$ cat src/rtl/ring_pkg.sv
package ring_pkg;

    // Direction of travel; the code value matches the direction input pin.
    typedef enum logic {
        ROT_LEFT  = 1'b0,
        ROT_RIGHT = 1'b1
    } rot_dir_e;

    // Value a storage cell takes while the force line is high.
    typedef enum logic {
        CELL_FORCE_LOW  = 1'b0,
        CELL_FORCE_HIGH = 1'b1
    } cell_kind_e;

endpackage

$ cat src/rtl/ring_step.sv
module ring_step
    import ring_pkg::*;
#(
    parameter int WIDTH = 4
) (
    input  rot_dir_e           dir_i,
    input  logic [WIDTH-1:0]   cur_i,
    output logic [WIDTH-1:0]   nxt_o
);

    always_comb begin
        unique case (dir_i)
            ROT_RIGHT: nxt_o = {cur_i[0], cur_i[WIDTH-1:1]};
            ROT_LEFT:  nxt_o = {cur_i[WIDTH-2:0], cur_i[WIDTH-1]};
            default:   nxt_o = cur_i;
        endcase
    end

endmodule

$ cat src/rtl/ring_cell.sv
module ring_cell
    import ring_pkg::*;
#(
    parameter cell_kind_e KIND = CELL_FORCE_LOW
) (
    input  logic clk_i,
    input  logic force_i,
    input  logic d_i,
    output logic q_o
);

    generate
        if (KIND == CELL_FORCE_HIGH) begin : g_preset
            always_ff @(posedge clk_i or posedge force_i) begin
                if (force_i) q_o <= 1'b1;
                else         q_o <= d_i;
            end
        end else begin : g_clear
            always_ff @(posedge clk_i or posedge force_i) begin
                if (force_i) q_o <= 1'b0;
                else         q_o <= d_i;
            end
        end
    endgenerate

endmodule

$ cat src/rtl/ring_rotator.sv
module ring_rotator
    import ring_pkg::*;
#(
    parameter int WIDTH = 4
) (
    input  logic             clk_i,
    input  logic             init_i,
    input  logic             dir_right_i,
    output logic [WIDTH-1:0] ring_o
);

    localparam int TOP = WIDTH - 1;

    rot_dir_e         dir_sel;
    logic [WIDTH-1:0] ring_nxt;

    assign dir_sel = rot_dir_e'(dir_right_i);

    ring_step #(.WIDTH(WIDTH)) u_step (
        .dir_i (dir_sel),
        .cur_i (ring_o),
        .nxt_o (ring_nxt)
    );

    // One cell per bit: the top cell presets, all others clear.
    for (genvar i = 0; i < WIDTH; i++) begin : g_bit
        localparam cell_kind_e KIND_I = (i == TOP) ? CELL_FORCE_HIGH : CELL_FORCE_LOW;
        ring_cell #(.KIND(KIND_I)) u_cell (
            .clk_i   (clk_i),
            .force_i (init_i),
            .d_i     (ring_nxt[i]),
            .q_o     (ring_o[i])
        );
    end

endmodule

$ cat config.mk
export PLATFORM = sky130hd
export DESIGN_NAME = ring_rotator
export DESIGN_NICKNAME = d
export VERILOG_FILES = /design/src/rtl/ring_pkg.sv /design/src/rtl/ring_step.sv /design/src/rtl/ring_cell.sv /design/src/rtl/ring_rotator.sv
export SDC_FILE = /design/constraint.sdc
export NUM_CORES = 1
export LEC_CHECK = 0
export BUFFER_PORTS_ARGS = -buffer_cell sky130_fd_sc_hd__buf_2
export CAP_MARGIN = 20
export CORE_AREA = 8 8 45 47
export CTS_CLUSTER_SIZE = 28
export DETAILED_ROUTE_END_ITERATION = 8
export DIE_AREA = 0 0 53 55
export GPL_ROUTABILITY_DRIVEN = 0
export PLACE_DENSITY = 0.3
export RECOVER_POWER = 100
export SLEW_MARGIN = 20
export SYNTH_ARGS = -nofsm -noshare
export SYNTH_HDL_FRONTEND = slang
export SYNTH_SLANG_ARGS = --single-unit
$ cat constraint.sdc
create_clock -name clk_i -period 2.2 [get_ports clk_i]
set_clock_uncertainty 0.15 [all_clocks]
set_input_delay 0.44 -clock clk_i [delete_from_list [all_inputs] [get_ports clk_i]]
set_output_delay 0.44 -clock clk_i [all_outputs]
set_load 0.01 [all_outputs]
==> out/results.ini, run 1 <==
[status]
outcome = complete, no violations

[floorplan]
fp.dieH_um = 55
dieWidth_um = 53
initial_core_util = 0.1302
die_area_um2 = 2915
coreArea_um2 = 1384
rows = 14
io_pins = 7

[clock_network]
clk_latency_ns = 0.24
cts_buffers = 3
ctsResizeCount = 0
tritoncts = done
clkTransAtPathRegs_ns = 0.04
root_buffer = clkbuf_4
cts_buffer_depth = 2
clkSinkCount = 4
h-tree-depth = 1

[global_route]
overflow = 0
gr-usage-all-layers = 0.02685
antenna_found_initial = 0
grt_start_max_net_pins = 5
first_global_vias = 129
grt_pass1_wl_um = 476

[worst_setup_path]
required_ns = 1.61
crit_path_start_kind = flip-flop
crit_chain = clkbuf_1
slowest_delay_ns = 0.53
cp_max_fo = 3
critPathArrivalTime_ns = 0.91
worst-path-buf-inv = 1
worst_setup_path_end_kind = output port
critPathSlowestCell = dfstp_2
crit_type = reg2out
cpLargestDelayFamily = flip-flops
reg2reg_setup_slack_ns = 1.27

[detailed_routing]
antenna_left = 0
routed_wl_um = 320
vias_per_cell = 3.000
first_iter_violations = 0
drt-wirelength-per-cell_um = 8.889
drc = 0
dr.pass1.iters = 1
vias = 108

[timing]
finalHoldViolCount = 0
setup_viol = 0
fin_ws_ns = 0.7021
setup_tns_ns = 0
fin_crit_sh = 0.6809
rsz0062_at_grt = no
timing_max_transition_violations_final = 0
slew_headroom = 0.8742
max_freq_ghz = 0.6676
tightest_slew_ns = 0.1887
post-route-min-period_ns = 1.498

[final_layout]
finalNonFillerCells = 36
n_antenna_cell = 0
fillers = 160
nets = 24
syn2layout_area_growth_pct = 27.78
multi_input_area_um2 = 45.04
register_area_um2 = 101.3
top_register = g_bit.u_cell.q_o
reg_top3 = g_bit.u_cell.q_o (4)
largest_register_ffs = 4
drive_gt1_frac = 0.4500

[power_and_ir_drop]
powerDensity_nw_per_um2 = 775.1
vdd_ir_drop_max_v = 0.0001510
p_total_mw = 0.1784
p_leak_nw = 0.1089

[yosys]
synth_area_um2 = 180.2
yosysUniqueCellTypes = 5
syn_nets = 16
ys_seq_elements = 4
synth_warnings = 0
netlist_top_cells_area = dfrtp_1 (42%), mux2_2 (25%), buf_4 (17%)
synth_top_area_share = 0.4167
yosysSeqAreaShare = 0.5625
yosys.area.top_type = dfrtp_1
synthCells = 13
postSynthAreaPerCell_um2 = 13.86

[placement]
pre_cts_slack_ns = 0.9626
dp_cells = 31
port_buffers = 6

[job]
maxCapViolations = 0

[hold_path]
min_path_type = reg2reg

[layout by cell type (no fill, tap or decap)]
cell / count
clkbuf_1: 6
mux2_2: 4
clkbuf_4: 3
dfrtp_1: 3
inv_1: 1
dfstp_2: 1
dlygate4sd3_1: 1
buf_2: 1
[path summary, 6_finish.rpt]
path,startpoint,endpoint,cells past startpoint
min,g_bit[2].u_cell.q_o,g_bit[1].u_cell.q_o,1
max reg2reg,g_bit[1].u_cell.q_o,g_bit[2].u_cell.q_o,1
min reg2reg,g_bit[2].u_cell.q_o,g_bit[1].u_cell.q_o,1
max,g_bit[3].u_cell.q_o,ring_o[3],1
min in group asynchronous,init_i,g_bit[0].u_cell.q_o,3
max in group asynchronous,init_i,g_bit[3].u_cell.q_o,3
[timing repair]
action,4_1_cts,5_1_grt
setup buffers,0,0
hold endpoints to repair,3,0
hold buffers,1,0
[stage by stage]
stage / area (um^2) / utilization / hold slack [ns]
floorplan: 180.2 / - / 0.05536
detailed placement: 200.2 / 0.1447 / 0.1771
CTS: 236.5 / 0.1709 / 0.3502
global placement: 200.2 / 0.1447 / 0.1767
finish: 230.2 / 0.1664 / 0.3621
global route: 230.2 / 0.1664 / 0.3859
[routing by layer]
metal	part of all wire	up-vias	global-route usage
li1	-	51	-
met1	0.36	53	0.01378
met2	0.50	4	0.03906
met3	0.14	0	0.02941
met4	0	0	0.03879
met5	0	-	0
[synth_stat cells, drive strengths merged]
| master | n |
|---|---|
| buf | 4 |
| dfrtp | 3 |
| dfstp | 1 |
| inv | 1 |
| mux2 | 4 |
[final cells by class]
type / count / area share
well taps: 16 / 0.08696
repair buffers: 7 / 0.1467
inverters: 1 / 0.01630
multi-input cells: 4 / 0.1957
clock buffers: 4 / 0.1141
flip-flops and latches: 4 / 0.4402
[cell families (layout without fill, tap and decap cells)]
kind of cell / Yosys count / in the layout / share of synthesized area
buffers and inverters: 5 / 12 / 0.1875
flip-flops: 4 / 4 / 0.5625
multiplexers: 4 / 4 / 0.2500
[power by group]
group	switching (mW)	internal, mW	leakage (nW)
Sequential	0	0.0740	0.0522
Combinational	0.00287	0.00328	0.0416
Clock	0.0302	0.0680	0.0150
Total	0.0331	0.145	0.109
No activity file was read; power rests on OpenSTA's default activity.
==> run 2, diff against run 1 <==
Clock period 2.2 ns to 1.3 ns, I/O delays scaled along.
==> out/results.ini, run 2 (synthesized netlist as in run 1, its figures left out) <==
[timing]
timing_max_transition_violations_final = 0  ; unchanged
fin_crit_sh = 0.9670
max_freq_ghz = 0.7955
finalHoldViolCount = 0  ; unchanged
tightest_slew_ns = 0.1508  ; was 0.1887 ns
setup_tns_ns = 0  ; unchanged
rsz0062_at_grt = no  ; unchanged
setup_viol = 0  ; unchanged
slew_headroom = 0.8994  ; was 0.8742
post-route-min-period_ns = 1.257

[clock_network]
clkTransAtPathRegs_ns = 0.04  ; about the same
cts_buffers = 3  ; unchanged
h-tree-depth = 1  ; unchanged
cts_buffer_depth = 2  ; unchanged
root_buffer = clkbuf_4  ; unchanged
tritoncts = done  ; unchanged
clk_latency_ns = 0.24  ; about the same
clkSinkCount = 4  ; unchanged

[final_layout]
register_area_um2 = 101.3  ; unchanged
multi_input_area_um2 = 45.04  ; unchanged
syn2layout_area_growth_pct = 36.81  ; was 27.78%
finalNonFillerCells = 37  ; was 36
drive_gt1_frac = 0.5714  ; was 0.4500
reg_top3 = g_bit.u_cell.q_o (4)  ; unchanged
top_register = g_bit.u_cell.q_o  ; unchanged
final_cell_mix = mux2_2 (4), clkbuf_4 (4), clkbuf_1 (4)  ; was clkbuf_1 (6), mux2_2 (4), clkbuf_4 (3), dfrtp_1 (3)
largest_register_ffs = 4  ; unchanged
fillers = 160  ; unchanged
nets = 25  ; was 24
final_area_um2 = 246.5  ; was 230.2 um^2
n_antenna_cell = 0  ; unchanged

[worst_setup_path]
required_ns = 0.89  ; was 1.61 ns
crit_type = reg2out  ; unchanged
cp_max_fo = 2  ; was 3
crit_chain = buf_6  ; was clkbuf_1
reg2reg_setup_slack_ns = 0.30  ; was 1.27 ns
worst_setup_path_end_kind = output port  ; unchanged
worst-path-buf-inv = 1  ; unchanged
critPathSlowestCell = dfstp_2  ; unchanged
cpLargestDelayFamily = flip-flops  ; unchanged
crit_path_start_kind = flip-flop  ; unchanged
slowest_delay_ns = 0.52  ; was 0.53 ns
critPathArrivalTime_ns = 0.85  ; was 0.91 ns

[detailed_routing]
antenna_left = 0  ; unchanged
first_iter_violations = 0  ; unchanged
dr.pass1.iters = 1  ; unchanged
routed_wl_um = 323  ; was 320 um
vias_per_cell = 3.027  ; was 3.000
drc = 0  ; unchanged
drt-wirelength-per-cell_um = 8.730  ; was 8.889 um
vias = 112  ; was 108

[floorplan]
coreArea_um2 = 1384  ; unchanged
io_pins = 7  ; unchanged
die_area_um2 = 2915  ; unchanged
dieWidth_um = 53  ; unchanged
fp.dieH_um = 55  ; unchanged
initial_core_util = 0.1302  ; unchanged
rows = 14  ; unchanged

[global_route]
first_global_vias = 129  ; unchanged
gr-usage-all-layers = 0.02685  ; unchanged
grt_pass1_wl_um = 476  ; unchanged
overflow = 0  ; unchanged
antenna_found_initial = 0  ; unchanged
grt_start_max_net_pins = 5  ; unchanged

[placement]
place_area_um2 = 200.2  ; unchanged
port_buffers = 6  ; unchanged
dp_cells = 31  ; unchanged

[power_and_ir_drop]
p_sw_mw = 0.05591  ; was 0.03310 mW
clock_power_share = 0.550  ; was 0.551
vdd_ir_drop_max_v = 0.0002553  ; was 0.0001510 V
p_int_mw = 0.2464  ; was 0.1453 mW
p_total_mw = 0.3023  ; was 0.1784 mW
sw_frac_of_total = 0.1850  ; was 0.1855
combPwrFrac = 0.036  ; was 0.034
p_seq_frac = 0.414  ; was 0.415
powerDensity_nw_per_um2 = 1226  ; was 775.1 nW/um^2
p_leak_nw = 0.1215  ; was 0.1089 nW

[job]
maxCapViolations = 0  ; unchanged

[status]
outcome = complete, no violations  ; unchanged

[hold_path]
min_path_type = in2reg  ; was reg2reg

[run 2: cell count changes in the layout (fill, tap and decap cells not counted), sizes merged]
cell and delta:
clkbuf -1, buf +2
[run 2: worst paths after layout]
path,depth (start not counted),endpoint,start
worst max-delay path,1,ring_o[3],g_bit[3].u_cell.q_o
worst min-delay path,2,g_bit[1].u_cell.q_o,dir_right_i
worst max register to register,2,g_bit[2].u_cell.q_o,g_bit[3].u_cell.q_o
worst min register to register,1,g_bit[1].u_cell.q_o,g_bit[2].u_cell.q_o
max in group asynchronous,3,g_bit[3].u_cell.q_o,init_i
min in group asynchronous,3,g_bit[0].u_cell.q_o,init_i
[run 2: stage by stage]
step	hold slack, ns	util	worst slack, ns
4_1_cts	0.1702	0.1754	0.009949
6_report	0.1763	0.1781	0.04294
3_5_place_dp	-0.002872	0.1447	0.2426
5_1_grt	0.1861	0.1781	0.02457
2_1_floorplan	-0.1246	-	0.2743
3_3_place_gp	-0.003286	0.1447	0.2415
[run 2: metal layers]
metal | GRT usage | up-vias | routed length [um]
li1 | - | 53 | -
met1 | 0.01378 | 55 | 115
met2 | 0.03906 | 4 | 161
met3 | 0.02941 | 0 | 47
met4 | 0.03879 | 0 | 0
met5 | 0 | - | 0
[run 2: layout make-up]
cell class | count | area share
clock buffers | 4 | 0.1066
inverters | 1 | 0.01523
multi-input cells | 4 | 0.1827
flip-flops and latches | 4 | 0.4112
well taps | 16 | 0.08122
repair buffers | 8 | 0.2030
[run 2: what timing repair did]
item | CTS | global route
setup endpoints to repair | 1 | 1
pin swaps | 0 | 0
gates resized for setup | 1 | 0
hold buffers | 1 | 0
endpoints found under the hold margin | 4 | 0
setup buffers | 0 | 1
[run 2: power groups by stage]
stage | Combinational, mW | Sequential, mW | Clock (mW)
global placement | 0.00893 | 0.127 | 0
detailed placement | 0.00881 | 0.127 | 0
floorplan | 0.00384 | 0.127 | 0
global route | 0.0126 | 0.125 | 0.181
CTS | 0.0112 | 0.125 | 0.175
finish | 0.0108 | 0.125 | 0.166
==> run 3, diff against run 2 <==
Settings changed: CELL_PAD_IN_SITES_DETAIL_PLACEMENT set to 1, CELL_PAD_IN_SITES_GLOBAL_PLACEMENT set to 1, PLACE_DENSITY 0.3 to 0.36.
==> out/results.ini, run 3 (synthesized netlist as in run 1, its figures left out) <==
[worst_setup_path]
crit_chain = buf_6  ; unchanged
crit_type = reg2out  ; unchanged
critPathSlowestCell = dfstp_2  ; unchanged
critPathArrivalTime_ns = 0.86  ; was 0.85 ns
required_ns = 0.89  ; about the same
cpLargestDelayFamily = flip-flops  ; unchanged
worst_setup_path_end_kind = output port  ; unchanged
crit_path_start_kind = flip-flop  ; unchanged
worst-path-buf-inv = 1  ; unchanged
slowest_delay_ns = 0.53  ; was 0.52 ns
rr_worst_depth = 1  ; was 2
worst-path-stages = 1  ; unchanged
cp_max_fo = 3  ; was 2

[detailed_routing]
vias = 110  ; was 112
drt-wirelength-per-cell_um = 9.944  ; was 8.730 um
drc = 0  ; unchanged
dr.pass1.iters = 2  ; was 1
vias_per_cell = 3.056  ; was 3.027
first_iter_violations = 3  ; was 0
antenna_left = 0  ; unchanged
routed_wl_um = 358  ; was 323 um

[floorplan]
coreArea_um2 = 1384  ; unchanged
initial_core_util = 0.1302  ; unchanged
io_pins = 7  ; unchanged
die_area_um2 = 2915  ; unchanged
fp.dieH_um = 55  ; unchanged
rows = 14  ; unchanged
dieWidth_um = 53  ; unchanged

[final_layout]
drive_gt1_frac = 0.5500  ; was 0.5714
nets = 24  ; was 25
largest_register_ffs = 4  ; unchanged
top_register = g_bit.u_cell.q_o  ; unchanged
final_util = 0.1727  ; was 0.1781
n_antenna_cell = 0  ; unchanged
reg_top3 = g_bit.u_cell.q_o (4)  ; unchanged
final_cell_mix = mux2_2 (4), clkbuf_1 (4), clkbuf_4 (3), dfrtp_1 (3), buf_2 (2)  ; was mux2_2 (4), clkbuf_4 (4), clkbuf_1 (4)
syn2layout_area_growth_pct = 32.64  ; was 36.81%

[power_and_ir_drop]
p_leak_nw = 0.1166  ; was 0.1215 nW
vdd_ir_drop_max_v = 0.0003286  ; was 0.0002553 V
p_total_mw = 0.3024  ; was 0.3023 mW
powerDensity_nw_per_um2 = 1266  ; was 1226 nW/um^2

[timing]
post-route-min-period_ns = 1.270  ; was 1.257 ns
fin_crit_sh = 0.9769  ; was 0.9670
timing_max_transition_violations_final = 0  ; unchanged
hold_slack_ns = 0.1831  ; was 0.1763 ns
slew_headroom = 0.8962  ; was 0.8994
setup_tns_ns = 0  ; unchanged
tightest_slew_ns = 0.1555  ; was 0.1508 ns
rsz0062_at_grt = no  ; unchanged
max_freq_ghz = 0.7875  ; was 0.7955 GHz
finalHoldViolCount = 0  ; unchanged
setup_viol = 0  ; unchanged
fin_ws_ns = 0.03008  ; was 0.04294 ns

[clock_network]
cts_buffers = 3  ; unchanged
clk_latency_ns = 0.24  ; about the same
cts_buffer_depth = 2  ; unchanged
cts_setup_buffers = 0  ; unchanged
clkTransAtPathRegs_ns = 0.04  ; about the same
tritoncts = done  ; unchanged
clkSinkCount = 4  ; unchanged
h-tree-depth = 1  ; unchanged
root_buffer = clkbuf_4  ; unchanged

[placement]
pre_cts_slack_ns = 0.2472  ; was 0.2426 ns
port_buffers = 6  ; unchanged

[global_route]
grt_pass1_wl_um = 489  ; was 476 um
gr-usage-all-layers = 0.02795  ; was 0.02685
grt_start_max_net_pins = 5  ; unchanged
antenna_found_initial = 0  ; unchanged
first_global_vias = 111  ; was 129
overflow = 0  ; unchanged

[hold_path]
hold_depth = 2  ; unchanged
min_path_type = in2reg  ; unchanged

[job]
maxCapViolations = 0  ; unchanged

[status]
outcome = complete, no violations  ; unchanged

## run 3: cell types whose count changed in the layout (fill, tap and decap cells not counted), sizes merged
cell / previous run / this run
clkbuf: 8 / 7
## run 3: report_power, final
part	internal (mW)	switching [mW]	total (mW)
sequential	0.125	0	0.125
combinational	0.00599	0.00501	0.0110
clock	0.115	0.0510	0.166
total	0.246	0.0560	0.302
## run 3: final cells by class
cell class / instances / area (um^2)
Tap cell: 16 / 20.02
Fill cell: 165 / 1145
Clock buffer: 4 / 26.28
Multi-Input combinational cell: 4 / 45.04
Timing Repair Buffer: 7 / 42.54
Inverter: 1 / 3.754
Sequential cell: 4 / 101.3
## run 3: routing by layer
metal | GRT usage | routed length, um | vias to the layer above
met5 | 0 | 0 | -
met4 | 0.02586 | 0 | 0
met3 | 0.03209 | 30 | 0
met2 | 0.03125 | 163 | 4
met1 | 0.02603 | 165 | 54
li1 | - | - | 52
## run 3: worst paths after layout
path	from	to	slack [ns]
worst min-delay path	dir_right_i	g_bit[0].u_cell.q_o	0.18
worst max register to register	g_bit[2].u_cell.q_o	g_bit[1].u_cell.q_o	0.36
worst min register to register	g_bit[1].u_cell.q_o	g_bit[0].u_cell.q_o	0.38
min in group asynchronous	init_i	g_bit[2].u_cell.q_o	0.30
max in group asynchronous	init_i	g_bit[3].u_cell.q_o	0.46
worst max-delay path	g_bit[3].u_cell.q_o	ring_o[3]	0.03
## run 3: through the flow
stage | instances | instance area [um^2]
after floorplan | 13 | 180.2
final | 36 | 239.0
after global placement | 31 | 200.2
after CTS | 36 | 242.7
after detailed placement | 31 | 200.2
after global routing | 36 | 239.0
## run 3: repair_timing
item,CTS,global route
hold buffers,1,0
endpoints found under the hold margin,4,0
setup endpoints to repair,1,0
resized for setup,1,0
